**src/rtl/sair_pkg.sv**
```systemverilog
// Package: shared types for the serial audio receiver.
// Assumes the 2-bit format code is static while data flows.
package sair_pkg;

    typedef enum logic [1:0] {
        FMT_I2S = 2'b00,
        FMT_LJ  = 2'b01,
        FMT_RJ  = 2'b10,
        FMT_DSP = 2'b11
    } fmt_e;

    localparam int DEF_SAMPLE_W   = 24;
    localparam int DEF_FRAME_BCLK = 64;

endpackage

```
**src/rtl/sair_frame_edge.sv**
```systemverilog
// Module: sair_frame_edge
// Derives the effective channel clock and the slot-start pulse.
// For I2S and DSP framing the channel clock is taken one bit clock late,
// so that for every format the MSB lines up with the detected edge.
// Assumes lrclk is synchronous to bclk.
module sair_frame_edge
    import sair_pkg::*;
(
    input  logic       clk,
    input  logic       rst_n,
    input  logic       lrclk,
    input  logic [1:0] fmt,
    output logic       ws_eff,
    output logic       slot_start,
    output logic       ws_fall
);

    logic lr_q;
    logic lr_qq;
    logic delayed;
    logic ws_prev;
    logic ws_rise;

    // History of the channel clock: one and two cycles back.
    always_ff @(posedge clk) begin
        if (!rst_n) begin
            lr_q  <= 1'b0;
            lr_qq <= 1'b0;
        end else begin
            lr_q  <= lrclk;
            lr_qq <= lr_q;
        end
    end

    // Pick the current and previous level per format, then detect edges.
    always_comb begin
        delayed    = (fmt_e'(fmt) == FMT_I2S) || (fmt_e'(fmt) == FMT_DSP);
        ws_eff     = delayed ? lr_q  : lrclk;
        ws_prev    = delayed ? lr_qq : lr_q;
        ws_rise    = ws_eff && !ws_prev;
        ws_fall    = !ws_eff && ws_prev;
        slot_start = (fmt_e'(fmt) == FMT_DSP) ? ws_rise : (ws_rise || ws_fall);
    end

endmodule

```
**src/rtl/sair_slot_counter.sv**
```systemverilog
// Module: sair_slot_counter
// Counts bit positions since the last slot start; position 0 is the cycle
// of the start pulse itself. Saturates at its maximum so a missing edge
// never wraps back into a capture window. Resets to the saturated value.
module sair_slot_counter #(
    parameter int POS_W = 7
) (
    input  logic             clk,
    input  logic             rst_n,
    input  logic             slot_start,
    output logic [POS_W-1:0] pos
);

    localparam logic [POS_W-1:0] POS_MAX = '1;

    logic [POS_W-1:0] pos_q;

    // Next position: restart on a slot start, otherwise step and saturate.
    always_comb begin
        if (slot_start)
            pos = '0;
        else if (pos_q == POS_MAX)
            pos = POS_MAX;
        else
            pos = pos_q + POS_W'(1);
    end

    // Position register.
    always_ff @(posedge clk) begin
        if (!rst_n)
            pos_q <= POS_MAX;
        else
            pos_q <= pos;
    end

endmodule

```
**src/rtl/sair_word_assembler.sv**
```systemverilog
// Module: sair_word_assembler
// Places each sampled bit straight into its MSB-aligned position, using the
// slot position and a per-format capture window. It emits a word on its
// last bit, or flushes a partial word at the next slot start.
// Assumes fmt and wl_sel are static during a stream.
module sair_word_assembler
    import sair_pkg::*;
#(
    parameter int SAMPLE_W    = 24,
    parameter int FRAME_BCLKS = 64,
    parameter int POS_W       = 7
) (
    input  logic                clk,
    input  logic                rst_n,
    input  logic [1:0]          fmt,
    input  logic [1:0]          wl_sel,
    input  logic                sdata,
    input  logic                ws,
    input  logic                slot_start,
    input  logic [POS_W-1:0]    pos,
    output logic [SAMPLE_W-1:0] left_data,
    output logic                left_valid,
    output logic [SAMPLE_W-1:0] right_data,
    output logic                right_valid
);

    localparam int IDX_W = $clog2(SAMPLE_W);
    localparam logic [POS_W-1:0] HALF_FRAME = POS_W'(FRAME_BCLKS / 2);
    localparam logic [POS_W-1:0] RJ_MIN_LO  = POS_W'(FRAME_BCLKS / 2 - SAMPLE_W);

    logic [POS_W-1:0]    wl;
    logic [POS_W-1:0]    win_lo;
    logic [POS_W-1:0]    lim;
    logic [POS_W-1:0]    k;
    logic [IDX_W-1:0]    idx;
    logic                take;
    logic                last;
    logic                is_left;
    logic                flush;
    logic [SAMPLE_W-1:0] word;
    logic [SAMPLE_W-1:0] acc;
    logic                acc_left;
    logic                busy;
    logic [POS_W-1:0]    cnt;

    // Decode the word-length selector.
    always_comb begin
        case (wl_sel)
            2'b01:   wl = POS_W'(SAMPLE_W - 4);
            2'b10:   wl = POS_W'(SAMPLE_W - 8);
            default: wl = POS_W'(SAMPLE_W);
        endcase
    end

    // Capture window and channel for the current slot position.
    always_comb begin
        win_lo  = '0;
        lim     = POS_W'(SAMPLE_W);
        is_left = ws;
        case (fmt_e'(fmt))
            FMT_LJ:  is_left = ws;
            FMT_I2S: is_left = !ws;
            FMT_RJ: begin
                win_lo  = HALF_FRAME - wl;
                lim     = wl;
                is_left = ws;
            end
            default: begin
                lim = wl;
                if (pos < wl) begin
                    is_left = 1'b1;
                end else begin
                    win_lo  = wl;
                    is_left = 1'b0;
                end
            end
        endcase
    end

    // Bit index within the word, and the word with the current bit inserted.
    always_comb begin
        k     = pos - win_lo;
        take  = (pos >= win_lo) && (k < lim);
        last  = take && (k == lim - POS_W'(1));
        idx   = IDX_W'(SAMPLE_W - 1) - k[IDX_W-1:0];
        word  = (k == '0) ? '0 : acc;
        if (take)
            word[idx] = sdata;
        flush = slot_start && busy;
    end

    // Accumulator and word-in-progress tracking.
    always_ff @(posedge clk) begin
        if (!rst_n) begin
            acc      <= '0;
            acc_left <= 1'b0;
            busy     <= 1'b0;
            cnt      <= '0;
        end else if (take) begin
            acc      <= word;
            acc_left <= is_left;
            busy     <= !last;
            cnt      <= last ? '0 : k + POS_W'(1);
        end else if (flush) begin
            busy <= 1'b0;
            cnt  <= '0;
        end
    end

    // Output registers: a partial word flush wins over a normal completion.
    always_ff @(posedge clk) begin
        if (!rst_n) begin
            left_data   <= '0;
            left_valid  <= 1'b0;
            right_data  <= '0;
            right_valid <= 1'b0;
        end else begin
            left_valid  <= 1'b0;
            right_valid <= 1'b0;
            if (flush) begin
                if (acc_left) begin
                    left_data  <= acc;
                    left_valid <= 1'b1;
                end else begin
                    right_data  <= acc;
                    right_valid <= 1'b1;
                end
            end else if (last) begin
                if (is_left) begin
                    left_data  <= word;
                    left_valid <= 1'b1;
                end else begin
                    right_data  <= word;
                    right_valid <= 1'b1;
                end
            end
        end
    end


    bits_bound_chk: assert property (@(posedge clk) disable iff (!rst_n)
        cnt <= POS_W'(SAMPLE_W));


    rj_window_chk: assert property (@(posedge clk) disable iff (!rst_n)
        (fmt_e'(fmt) == FMT_RJ && take) |-> (pos >= RJ_MIN_LO));


    left_pulse_chk: assert property (@(posedge clk) disable iff (!rst_n)
        left_valid |=> !left_valid);


    right_pulse_chk: assert property (@(posedge clk) disable iff (!rst_n)
        right_valid |=> !right_valid);

endmodule

```
**src/rtl/serial_audio_rx.sv**
```systemverilog
// Module: serial_audio_rx (top)
// Three-wire serial audio receiver with four framing formats.
// Everything runs in the bit-clock domain, and the configuration inputs
// are assumed static. The outputs are MSB-aligned samples with one-cycle
// strobes per channel.
module serial_audio_rx
    import sair_pkg::*;
#(
    parameter int SAMPLE_W    = DEF_SAMPLE_W,
    parameter int FRAME_BCLKS = DEF_FRAME_BCLK,
    localparam int POS_W      = $clog2(FRAME_BCLKS) + 1
) (
    input  logic                bclk,
    input  logic                rst_n,
    input  logic                lrclk,
    input  logic                sdata,
    input  logic [1:0]          fmt,
    input  logic [1:0]          wl_sel,
    output logic [SAMPLE_W-1:0] left_data,
    output logic                left_valid,
    output logic [SAMPLE_W-1:0] right_data,
    output logic                right_valid
);

    logic             ws_eff;
    logic             slot_start;
    logic             ws_fall;
    logic [POS_W-1:0] slot_pos;

    sair_frame_edge u_edge (
        .clk        (bclk),
        .rst_n      (rst_n),
        .lrclk      (lrclk),
        .fmt        (fmt),
        .ws_eff     (ws_eff),
        .slot_start (slot_start),
        .ws_fall    (ws_fall)
    );

    sair_slot_counter #(.POS_W(POS_W)) u_cnt (
        .clk        (bclk),
        .rst_n      (rst_n),
        .slot_start (slot_start),
        .pos        (slot_pos)
    );

    sair_word_assembler #(
        .SAMPLE_W    (SAMPLE_W),
        .FRAME_BCLKS (FRAME_BCLKS),
        .POS_W       (POS_W)
    ) u_asm (
        .clk         (bclk),
        .rst_n       (rst_n),
        .fmt         (fmt),
        .wl_sel      (wl_sel),
        .sdata       (sdata),
        .ws          (ws_eff),
        .slot_start  (slot_start),
        .pos         (slot_pos),
        .left_data   (left_data),
        .left_valid  (left_valid),
        .right_data  (right_data),
        .right_valid (right_valid)
    );


    dsp_fall_chk: assert property (@(posedge bclk) disable iff (!rst_n)
        (fmt_e'(fmt) == FMT_DSP && ws_fall) |-> (slot_pos != '0));

endmodule

```
**config.mk**
```make
export PLATFORM = sky130hd
export DESIGN_NAME = serial_audio_rx
export DESIGN_NICKNAME = d
export VERILOG_FILES = /design/src/rtl/sair_pkg.sv /design/src/rtl/sair_frame_edge.sv /design/src/rtl/sair_slot_counter.sv /design/src/rtl/sair_word_assembler.sv /design/src/rtl/serial_audio_rx.sv
export SDC_FILE = /design/constraint.sdc
export NUM_CORES = 1
export LEC_CHECK = 0
export CAP_MARGIN = 15
export CELL_PAD_IN_SITES_DETAIL_PLACEMENT = 0
export CELL_PAD_IN_SITES_GLOBAL_PLACEMENT = 1
export CORE_MARGIN = 3
export CORE_UTILIZATION = 49
export CTS_CLUSTER_SIZE = 8
export DETAILED_ROUTE_END_ITERATION = 10
export DONT_BUFFER_PORTS = 1
export GPL_ROUTABILITY_DRIVEN = 0
export GPL_TIMING_DRIVEN = 1
export PLACE_DENSITY_LB_ADDON = 0.1
export SYNTH_ARGS = -nofsm -noshare
export SYNTH_HDL_FRONTEND = slang
export SYNTH_HIERARCHICAL = 1
export SYNTH_SLANG_ARGS = --single-unit
```
**constraint.sdc**
```tcl
create_clock -name bclk -period 7.8 [get_ports bclk]
set_input_delay 0.39 -clock bclk [delete_from_list [all_inputs] [get_ports bclk]]
set_output_delay 0.39 -clock bclk [all_outputs]
set_load 0.1 [all_outputs]
```
==> results.sh <==
export IMPL_cts_sinks=85
export IMPL_tritoncts="yes"
export IMPL_slowest_delay_ns=0.73
export IMPL_end_kind="flip-flop"
export IMPL_crit_path_start_kind="input port"
export IMPL_wl_per_cell_um=19.6
export IMPL_avgSynthCellArea_um2=9.40
export IMPL_dieArea_um2=10300
export IMPL_antenna_found_initial=0
export IMPL_fmax_mhz=176
export IMPL_syn_nets=501
export IMPL_wl_met3_um=548
export IMPL_area_growth_pct=3.89
export IMPL_grt_ovfl_total=0
export IMPL_top_layer="met4"
export IMPL_seq_area_um2=1700
export IMPL_finalHoldViolCount=0
export IMPL_vdd_drop_max_mv=0.129
export IMPL_wl_met2_um=5120
export IMPL_nFillCells=851
export IMPL_status="finished clean"
export IMPL_skew_ns=0.0168
export IMPL_ys_warn_count=6
export IMPL_dr_pass1_iters=5
export IMPL_clk_path_buf_depth=2
export IMPL_hold_path_class="input port to flip-flop"
export IMPL_via_per_inst=6.18
export IMPL_drt_iter0_drc=191
export IMPL_switching_share=0.447
export IMPL_tightest_slew_ns=0.996
export IMPL_grt_usage=0.224
export IMPL_seqPwrFrac=0.363
export IMPL_clk_pin_slew_ns=0.10
export IMPL_grt_max_degree=43
export IMPL_p_leak_nw=1.76
export IMPL_power_density_nw_per_um2=279
export IMPL_internal_power_mw=0.715
export IMPL_combPwrFrac=0.405
export IMPL_n_antenna_cell=0
export IMPL_rows=34
export IMPL_hold_ws_ns=0.107
export IMPL_fin_tns_setup_ns=0
export IMPL_power_net_switching_mw=0.578
export IMPL_period_needed_ns=5.68
export IMPL_final_max_slew_violation_count=0
export IMPL_die_x_um=101
export IMPL_crit_path_frequent_cell="ha_1"
export IMPL_htreeDepth=3
export IMPL_rsz0062_at_grt="no"
export IMPL_clk_latency_ns=0.36
export IMPL_hpwlAfterDp_um=7980
export IMPL_grt_pass1_wl_um=18100
export IMPL_cts_root_buf="clkbuf_8"
export IMPL_cts_buffers=9
export IMPL_path_cells="ha_1, mux2_4, ha_1, o21ai_0, buf_4, a21oi_2, ha_1, a21o_1, a21oi_1, nor2_1, ha_1, fa_1, inv_1, ha_1, nor2b_1, nor4_2, nand3_1, o311ai_1, nand3_1, a22o_1"
export IMPL_chipHeight_um=101
export IMPL_portBuffers=0
export IMPL_crit_type="input port to flip-flop"
export IMPL_cp_data_required_time_ns=8.05
export IMPL_drc=0
export IMPL_crit_fanout=11
export IMPL_cp_slowest_cell="fa_1"
export IMPL_arrival_ns=5.93
export IMPL_p_clk_frac=0.232
export IMPL_initial_utilization=0.507
export IMPL_wl_um=11200
export IMPL_cts_resized=0
export IMPL_drv_cap=0
export IMPL_ios=58
export IMPL_fin_crit_sh=0.728
export IMPL_synth_cells=475
export IMPL_setup_violations=0
export IMPL_syn_area_um2=4470
export IMPL_maxSlewHeadroom=0.335
export IMPL_drive_above_1_share=0.103
export IMPL_vias=3544
export IMPL_num_nets_final=486
export IMPL_cts_setup_buffers=0
export IMPL_met1_length_um=5320
export IMPL_ctsHoldBuffers=0
export IMPL_core_area_um2=8810
export IMPL_multi_input_area_um2=2550
export IMPL_grt_pass1_vias=3367
export IMPL_ant_nets=0
[cell usage in the layout, fill, tap and decap left out, types with 8 or more instances in the layout]
| cell | count |
|---|---|
| inv_1 | 11 |
| a21oi_1 | 8 |
| nand2_1 | 49 |
| nand3_1 | 28 |
| nor2_1 | 18 |
| nand2b_1 | 10 |
| o2bb2ai_1 | 30 |
| nand4_1 | 11 |
| dfxtp_1 | 85 |
| ha_1 | 17 |
| mux2i_1 | 20 |
| a21boi_0 | 8 |
| clkbuf_8 | 9 |
| and2_1 | 25 |
| a22o_1 | 17 |
[layout make-up]
type | instances | area share
multi-input combinational | 348 | 0.550
sequential | 85 | 0.367
tap | 108 | 0.0291
clock buffer | 10 | 0.0275
clock inverter | 6 | 0.0119
inverter | 14 | 0.0113
timing repair buffer | 2 | 0.00324
[path summary, 6_finish.rpt]
| check | to | startpoint | depth (start not counted) | slack, ns |
|---|---|---|---|---|
| setup / recovery | u_asm/left_data[2]$_SDFFE_PN0P_ | fmt[0] | 20 | 2.12 |
| hold reg to reg | u_asm/left_data[23]$_SDFFE_PN0P_ | u_asm/acc[23]$_SDFFE_PN0N_ | 2 | 0.48 |
| hold / removal | u_cnt/pos_q[3]$_SDFF_PN1_ | rst_n | 1 | 0.11 |
| setup reg to reg | u_asm/left_data[2]$_SDFFE_PN0P_ | u_edge/lr_q$_SDFF_PN0_ | 19 | 2.19 |
[registers in the layout, summed over array words and instances, names as in the netlist]
register,flops
u_asm/acc,24
u_edge/lr_q,1
u_asm/busy,1
u_edge/lr_qq,1
u_asm/right_valid,1
u_cnt/pos_q,7
u_asm/acc_left,1
u_asm/right_data,24
u_asm/left_data,24
u_asm/left_valid,1
[power groups by stage]
stage          logic [mW]  clock network (mW)  registers (mW)
2_1_floorplan       0.430                   0           0.476
3_3_place_gp        0.516                   0           0.479
3_5_place_dp        0.513                   0           0.479
4_1_cts             0.515               0.308           0.469
5_1_grt             0.574               0.327           0.471
6_report            0.524               0.300           0.469
[critical path, delay by kind of cell]
family / cells / cell delay, ns
adder cells (fa/ha/maj): 6 / 2.14
AND/OR/NAND/NOR: 5 / 1.37
AO/OA/AOI/OAI: 6 / 1.32
multiplexers: 1 / 0.33
buffers and inverters: 2 / 0.36
[routing by layer]
metal	track usage	up-vias
met5	0	-
met4	0.0757	0
met3	0.0393	18
met2	0.344	106
met1	0.317	1683
li1	-	1737
[per-stage QoR]
stage | area, µm² | util | total power, mW | worst slack (ns) | cells
3_3_place_gp | 4460 | 0.506 | 0.995 | 1.86 | 557
2_1_floorplan | 4470 | - | 0.906 | 2.26 | 475
4_1_cts | 4640 | 0.527 | 1.29 | 2.11 | 573
5_1_grt | 4640 | 0.527 | 1.37 | 1.71 | 573
3_5_place_dp | 4460 | 0.506 | 0.992 | 1.74 | 557
6_report | 4640 | 0.527 | 1.29 | 2.12 | 573
(Power assumes the default switching activity.)
